### src/rtl/cfgport_pkg.sv
package cfgport_pkg;
  // Strobes from control to datapath, one per decoded access.
  typedef struct packed {
    logic idxWr;   // pointer port written
    logic dataWr;  // data port written
    logic a20Set;  // gate port read
    logic a20Clr;  // gate port written
    logic rstReq;  // reset port read
    logic rdIdx;   // pointer port read
    logic rdData;  // data port read
  } cfgStrobe_t;
endpackage

### src/rtl/cfgport_ctrl.sv
module cfgport_ctrl
  import cfgport_pkg::*;
#(
  parameter int ADDR_W    = 8,
  parameter int BASE_PORT = 'hEC
) (
  input  logic              ioRd,
  input  logic              ioWr,
  input  logic [ADDR_W-1:0] ioAddr,
  output cfgStrobe_t        stb
);
  localparam logic [ADDR_W-1:0] BASE_V = ADDR_W'(BASE_PORT);

  logic       hit;
  logic [1:0] off;

  // The window is four-aligned, so the upper bits select it and the low two bits pick the port.
  assign hit = (ioAddr[ADDR_W-1:2] == BASE_V[ADDR_W-1:2]);
  assign off = ioAddr[1:0];

  always_comb begin
    stb        = '0;
    stb.idxWr  = hit && ioWr && (off == 2'd0);
    stb.dataWr = hit && ioWr && (off == 2'd1);
    stb.a20Clr = hit && ioWr && (off == 2'd2);
    stb.a20Set = hit && ioRd && (off == 2'd2);
    stb.rstReq = hit && ioRd && (off == 2'd3);
    stb.rdIdx  = hit && ioRd && (off == 2'd0);
    stb.rdData = hit && ioRd && (off == 2'd1);
  end
endmodule

### src/rtl/cfgport_dpath.sv
module cfgport_dpath
  import cfgport_pkg::*;
#(
  parameter int DATA_W = 8,
  parameter int WR_LO  = 'h01,
  parameter int WR_HI  = 'h24,
  parameter int ID_VAL = 'h90,
  localparam int WIN   = WR_HI - WR_LO + 1
) (
  input  logic                  clk,
  input  logic                  rstN,
  input  cfgStrobe_t            stb,
  input  logic [DATA_W-1:0]     wrData,
  output logic [DATA_W-1:0]     rdData,
  output logic [WIN*DATA_W-1:0] regWin,
  output logic                  a20Gate,
  output logic                  softRst
);
  localparam int OFF_W = (WIN > 1) ? $clog2(WIN) : 1;
  localparam logic [DATA_W-1:0] LO_V = DATA_W'(WR_LO);
  localparam logic [DATA_W-1:0] HI_V = DATA_W'(WR_HI);
  localparam logic [DATA_W-1:0] ID_V = DATA_W'(ID_VAL);

  logic [DATA_W-1:0] idxQ;
  logic [DATA_W-1:0] fileQ [WIN];
  logic [DATA_W-1:0] winOff;
  logic              inWin;
  logic [DATA_W-1:0] regRead;

  always_ff @(posedge clk) begin
    if (!rstN)          idxQ <= '0;
    else if (stb.idxWr) idxQ <= wrData;
  end

  assign inWin  = (idxQ >= LO_V) && (idxQ <= HI_V);
  assign winOff = idxQ - LO_V;

  // Storage exists only for the writable band. Each byte has its own write enable.
  for (genvar g = 0; g < WIN; g++) begin : gReg
    always_ff @(posedge clk) begin
      if (!rstN)
        fileQ[g] <= '0;
      else if (stb.dataWr && (idxQ == DATA_W'(WR_LO + g)))
        fileQ[g] <= wrData;
    end
    assign regWin[g*DATA_W +: DATA_W] = fileQ[g];
  end

  always_comb begin
    if (idxQ == '0)  regRead = ID_V;
    else if (inWin)  regRead = fileQ[winOff[OFF_W-1:0]];
    else             regRead = '0;
  end

  always_comb begin
    if (stb.rdIdx)       rdData = idxQ;
    else if (stb.rdData) rdData = regRead;
    else                 rdData = '1;
  end

  always_ff @(posedge clk) begin
    if (!rstN) begin
      a20Gate <= 1'b0;
      softRst <= 1'b0;
    end else begin
      softRst <= stb.rstReq;
      if (stb.a20Set)      a20Gate <= 1'b1;
      else if (stb.a20Clr) a20Gate <= 1'b0;
    end
  end
endmodule

### src/rtl/cfgport_top.sv
module cfgport_top
  import cfgport_pkg::*;
#(
  parameter int DATA_W    = 8,
  parameter int BASE_PORT = 'hEC,
  parameter int WR_LO     = 'h01,
  parameter int WR_HI     = 'h24,
  parameter int ID_VAL    = 'h90,
  localparam int WIN      = WR_HI - WR_LO + 1
) (
  input  logic                  clk,
  input  logic                  rstN,
  input  logic                  ioRd,
  input  logic                  ioWr,
  input  logic [7:0]            ioAddr,
  input  logic [DATA_W-1:0]     ioWrData,
  output logic [DATA_W-1:0]     ioRdData,
  output logic [WIN*DATA_W-1:0] regWin,
  output logic                  a20Gate,
  output logic                  softRst
);
  cfgStrobe_t stb;

  cfgport_ctrl #(.ADDR_W(8), .BASE_PORT(BASE_PORT)) uCtrl (
    .ioRd(ioRd), .ioWr(ioWr), .ioAddr(ioAddr), .stb(stb)
  );

  cfgport_dpath #(.DATA_W(DATA_W), .WR_LO(WR_LO), .WR_HI(WR_HI), .ID_VAL(ID_VAL)) uDpath (
    .clk(clk), .rstN(rstN), .stb(stb), .wrData(ioWrData), .rdData(ioRdData),
    .regWin(regWin), .a20Gate(a20Gate), .softRst(softRst)
  );
endmodule

### config.mk
export PLATFORM = sky130hd
export DESIGN_NAME = cfgport_top
export DESIGN_NICKNAME = d
export VERILOG_FILES = /design/src/rtl/cfgport_pkg.sv /design/src/rtl/cfgport_ctrl.sv /design/src/rtl/cfgport_dpath.sv /design/src/rtl/cfgport_top.sv
export SDC_FILE = /design/constraint.sdc
export NUM_CORES = 1
export LEC_CHECK = 0
export BUFFER_PORTS_ARGS = -buffer_cell sky130_fd_sc_hd__buf_2
export CELL_PAD_IN_SITES_DETAIL_PLACEMENT = 2
export CELL_PAD_IN_SITES_GLOBAL_PLACEMENT = 2
export CORE_ASPECT_RATIO = 0.6
export CORE_UTILIZATION = 33
export CTS_CLUSTER_SIZE = 40
export DETAILED_ROUTE_END_ITERATION = 10
export GPL_TIMING_DRIVEN = 1
export PLACE_DENSITY = 0.88
export SETUP_SLACK_MARGIN = 0.05
export SKIP_CTS_REPAIR_TIMING = 1
export SLEW_MARGIN = 20
export SYNTH_ARGS = -nofsm -noshare
export SYNTH_HDL_FRONTEND = slang
export SYNTH_HIERARCHICAL = 1
export SYNTH_SLANG_ARGS = --single-unit
### constraint.sdc
create_clock -name clk -period 3.1 [get_ports clk]
set_input_delay 0.775 -clock clk [delete_from_list [all_inputs] [get_ports clk]]
set_output_delay 0.775 -clock clk [all_outputs]
set_load 0.01 [all_outputs]
==> After elaboration in Yosys (flattened, before gate mapping) <==
Memories as Yosys holds them, arrays and structs flattened.
Index checks and enable logic that the tools add are counted.
{ "word_totals": {"reg_bits": 10, "output_inout_bits": 298, "mem_count": 1, "inputBits": 20, "mem_bits_rw": 288} }
{ "op_classes": {"reduce_logical": 49, "addsub": 1, "magnitude_cmp": 2, "mux": 151, "bitwise_logic": 36, "n_eq_ne": 40} }
{ "memory_table": {"columns": ["name", "depth", "word_bits", "rd", "rd_clocked_by_memory_dff", "write_ports", "line_no", "text"], "rows": [
  ["uDpath.fileQ", 36, 8, 37, 0, 36, "cfgport_dpath.sv:25", "logic [DATA_W-1:0] fileQ [WIN];"]
]} }
{ "ops": {"columns": ["op", "n"], "rows": [
  ["$mux W8", 40],
  ["$eq A8 B5 Y1 const B", 16],
  ["$mux W1", 111],
  ["$eq A8 B4 Y1 const B", 8],
  ["$logic_and A1 B1 Y1", 46],
  ["$eq A8 B6 Y1 const B", 5],
  ["$or A1 B1 Y1", 36],
  ["$eq A8 B3 Y1 const B", 4],
  ["$eq A8 B2 Y1 const B", 2],
  ["$eq A8 B1 Y1 const B", 1],
  ["$ge A8 B1 Y1 const B", 1],
  ["$le A8 B6 Y1 const B", 1],
  ["$logic_not A8 Y1", 1],
  ["$eq A6 B6 Y1 const B", 1],
  ["$sub A6 B1 Y6 const B", 1],
  ["$eq A2 B2 Y1 const B", 2],
  ["$eq A2 B1 Y1 const B", 1],
  ["$logic_not A2 Y1", 1],
  ["$reduce_bool A2 Y1", 1]
]} }

==> Logic depth before layout (Yosys ltp) <==
{ "depth": {"ltp_word": 8, "ltp_mapped": 13, "ltp_nobuf": 8} }

==> By module <==
The synthesis kept the hierarchy.
{ "modules_own_cells": {"columns": ["mod", "area_each_um2", "cells_per_inst", "seq_area_each_um2", "n_inst"], "rows": [
  ["cfgport_dpath", 14244.9, 1100, 8848.5, 1],
  ["cfgport_ctrl", 106.4, 14, 0.0, 1]
]} }

==> Least setup slack after synthesis <==
OpenSTA, ideal clock, no wires.
{ "synth_timing": {"path_type": "register to output", "startpoint": "register uDpath.idxQ[0]", "endpoint": "output ioRdData[4]", "slack_ps": -107, "t_arrival_ps": 2432, "path_buffers": 3, "stages_incl_launch_ff": 11, "path_cell_list": "dfxtp_1 -> buf_6 -> inv_2 -> ha_1 -> buf_4 -> xor2_4 -> buf_6 -> nand2_1 -> a311o_1 -> or4_1 -> a22oi_1"} }
{ "synth_via": {"elab_chain_len": 6, "elab_cells_between_ends": 10, "cone_classes": "add/sub (1); order compare (2); mux (4); reduce/logical (2); memory (1)"} }
{ "synth_rtl": {"columns": ["element", "line_no", "text"], "rows": [
  ["from (decl)", "cfgport_dpath.sv:24", "logic [DATA_W-1:0] idxQ;"],
  ["from (signal assigned)", "cfgport_dpath.sv:32", "else if (stb.idxWr) idxQ <= wrData;"],
  ["$sub A6 B1 Y6, or another cell as far along", "cfgport_dpath.sv:36", "assign winOff = idxQ - LO_V;"],
  ["$mem_v2 Z36 W8 or $logic_and A1 B1 Y1 (tied branches)", null, null],
  ["$mux W8", "cfgport_dpath.sv:51", "else if (inWin) regRead = fileQ[winOff[OFF_W-1:0]];"],
  ["$mux W8 *", "cfgport_dpath.sv:50", "if (idxQ == '0) regRead = ID_V;"],
  ["$mux W8 *", "cfgport_dpath.sv:57", "else if (stb.rdData) rdData = regRead;"],
  ["$mux W8 *", "cfgport_dpath.sv:56", "if (stb.rdIdx) rdData = idxQ;"],
  ["to (decl)", "cfgport_top.sv:17", "output logic [DATA_W-1:0] ioRdData,"]
]} }
Every way passes the cells marked *; elsewhere a longest branch is shown, timed or not.

==> Worst setup path in the final report <==
{ "layout_timing": {"startpoint": "register uDpath.idxQ[1]", "endpoint": "output ioRdData[4]"} }
Same word-level chain as after synthesis.

==> impl_metrics.yaml <==
clock_tree:
  cts.sinks: 298
  cts_buffers: 30
  clk_pin_slew_ps: 70
  root_buffer: "clkbuf_16"
  cts_tree: "built"
  cts_buffer_depth: 3
  cts_max_level: 1
  clkLatencyLatePin_ps: 590
flow_run:
  drv_cap: 0
synth:
  synth-main-ff-cell: "edfxtp_1"
  ys_warn_count: 6
  synthesis.area_sq_um: 14400
  synth.distinct_cells: 58
  syn_avg_cell_area_sq_um: 12.9
  mappedNetlistNets: 1139
  async_reset_ff_share_pct: 0
  synthCells: 1114
  synth_edf_count: 288
  synth_seq_cells: 298
  ys_seq_area_share_pct: 61.7
layout:
  regArea_sq_um: 8850
  layout.cells.non_filler: 2133
  final_common_cell: "buf_2"
  area_delta_synth_final_pct: 31.3
  final_nets: 1564
  multiInputGateArea_sq_um: 5390
  n_fill_cell: 4265
  post-route-cell-area_sq_um: 18800
  drive_gt1_share_pct: 40.0
  final_cell_mix: "buf_2, and2_1, edfxtp_1, buf_4, nand2_1"
timing:
  period_share_pct: 134
  max_slew.worst_pin.slew_ps: 983
  setup_violations: 8
  drv_slew: 0
  skew_ps: 31.2
  hold_viol_final: 0
  layout_setup_ws_ps: -1070
  max_freq_ghz: 0.240
  rsz0062_at_grt: "true"
  finalSetupTns_ps: -7540
  period_needed_ps: 4170
  slew-limit-headroom_pct: 34.4
worst_setup_path:
  cp_data_arrival_time_ps: 3390
  path_max_fanout: 7
  critPathCaptureType: "primary output"
  cp_data_required_time_ps: 2320
  path_class: "reg2out"
  worst_setup_path_start_kind: "register"
floorplan:
  die_area_sq_um: 44400
  die_h_um: 164
  start_util_pct: 33.9
  rows: 58
  core-area_sq_um: 42400
  io_pins: 318
  die_w_um: 271
detailed_routing:
  post_drt_via_cell_ratio: 5.56
  vias: 11900
  drt-initial-drc-count: 1134
  drt_pass1_iterations: 5
  drc: 0
  antenna_left: 0
  finalWirelength_mm: 65.0
  detail_route.wl_per_cell_um: 30.5
pwr:
  p_clk_share_pct: 41.4
  p_int_mw: 6.79
  power_mw: 8.93
  vdd_drop_max_v: 0.000347
  p_seq_share_pct: 52.1
  swShare_pct: 24.0
  power_per_cell_area_nw_per_um2: 474
  p_leak_nw: 7.61
  switchingPower_mw: 2.14
  p_comb_share_pct: 6.4
global_routing:
  grt_max_degree: 38
  antenna_found_initial: 3
  track_usage_pct: 28.4
  grt_pass1_wl_mm: 90.8
  grt_pass1_vias: 12200
  grt_overflow: 0
placed_design:
  io_buffers: 317
  placed_area_sq_um: 17500
  dpl.hpwl_mm: 48.0
  gp_congestion: 0.963
  dpl.cell_count: 2063
  place_ws_ps: -787
status:
  outcome: "complete, but fails checks"
  violations: "setup timing"
hold_path:
  hold_class: "reg2reg"
layout make-up:
class | count | share of cell area (%)
Sequential cell | 298 | 47.0
Multi-Input combinational cell | 732 | 28.6
Timing Repair Buffer | 472 | 15.3
Clock buffer | 34 | 4.18
Tap cell | 570 | 3.78
Clock inverter | 21 | 0.943
Inverter | 5 | 0.159
Antenna cell | 1 | 0.0133
final timing paths:
kind         cells past startpoint      startpoint  slack [ps]                   to
max                             12  uDpath/idxQ[1]       -1070          ioRdData[4]
min                              2  uDpath/idxQ[6]         590       uDpath/idxQ[6]
max reg2reg                      5  uDpath/idxQ[3]         360  uDpath/fileQ[23][3]
min reg2reg                      2  uDpath/idxQ[6]         590       uDpath/idxQ[6]
metal layers:
metal	wire (um)	share of wire, %	global-route usage, %	vias up
li1	-	-	-	4871
met1	27000	42	38.8	6259
met2	31000	48	46.8	642
met3	5510	8.5	5.44	98
met4	1540	2.4	6.69	0
met5	0	0	0	-
critical path, cell delays in order, from the launching register on:
cell and delay, ps:
dfxtp_2 370, clkinvlp_4 180, ha_4 250, buf_12 140, xnor2_4 170, buf_12 150
buf_4 140, nand2_1 100, nand3_1 110, a41oi_1 180, or4_4 560, a22oi_2 260
buf_2 180
flip-flops by register name, summed over array words and instances (netlist names):
name            count
uDpath/a20Gate      1
uDpath/fileQ      288
uDpath/idxQ         8
uDpath/softRst      1
logic make-up (layout without fill, tap and decap cells):
logic type                 count (synthesis)  count (layout)  share of synthesized area, %
buffers and inverters                     84             532                          2.74
muxes                                     66              66                          9.01
DFF                                      298             298                          61.7
adders and majority gates                  5               5                         0.436
and+or+nand+nor                          563             563                          21.4
other                                      0               1                             0
xor gates and xnor gates                   4               4                         0.427
AOI/OAI and AO/OA                         94              94                          4.29
metrics by stage:
stage          util [%]  hold slack (ps)
6_report           44.5              586
5_1_grt            44.5              624
4_1_cts            43.5              585
3_5_place_dp       41.2              574
3_3_place_gp       41.2              541
2_1_floorplan         -              519
cells in the mapped netlist (all sizes together), types with 6 or more instances:
library cell  count  share of area [%]
clkbuf           50                1.3
mux4             50                7.8
a31oi             8               0.39
nand4             8               0.39
nand3            60                2.1
nand2           123                3.2
a41o              6               0.42
o21ai            43                1.5
nor3              9               0.45
dfxtp            10                1.4
a21oi            13               0.45
nor2b            15               0.71
buf              29                1.3
and2            290                 13
nor2             42                1.1
mux2i            11               0.77
edfxtp          288                 60
power groups by stage:
stage	registers, mW	clock network, mW	logic [mW]
finish	4.66	3.70	0.573
global route	4.66	3.88	0.601
CTS	4.65	3.76	0.568
detailed placement	4.74	0	0.564
global placement	4.73	0	0.540
floorplan	4.75	0	0.171
Note: power is estimated with default switching activity, not from simulation.
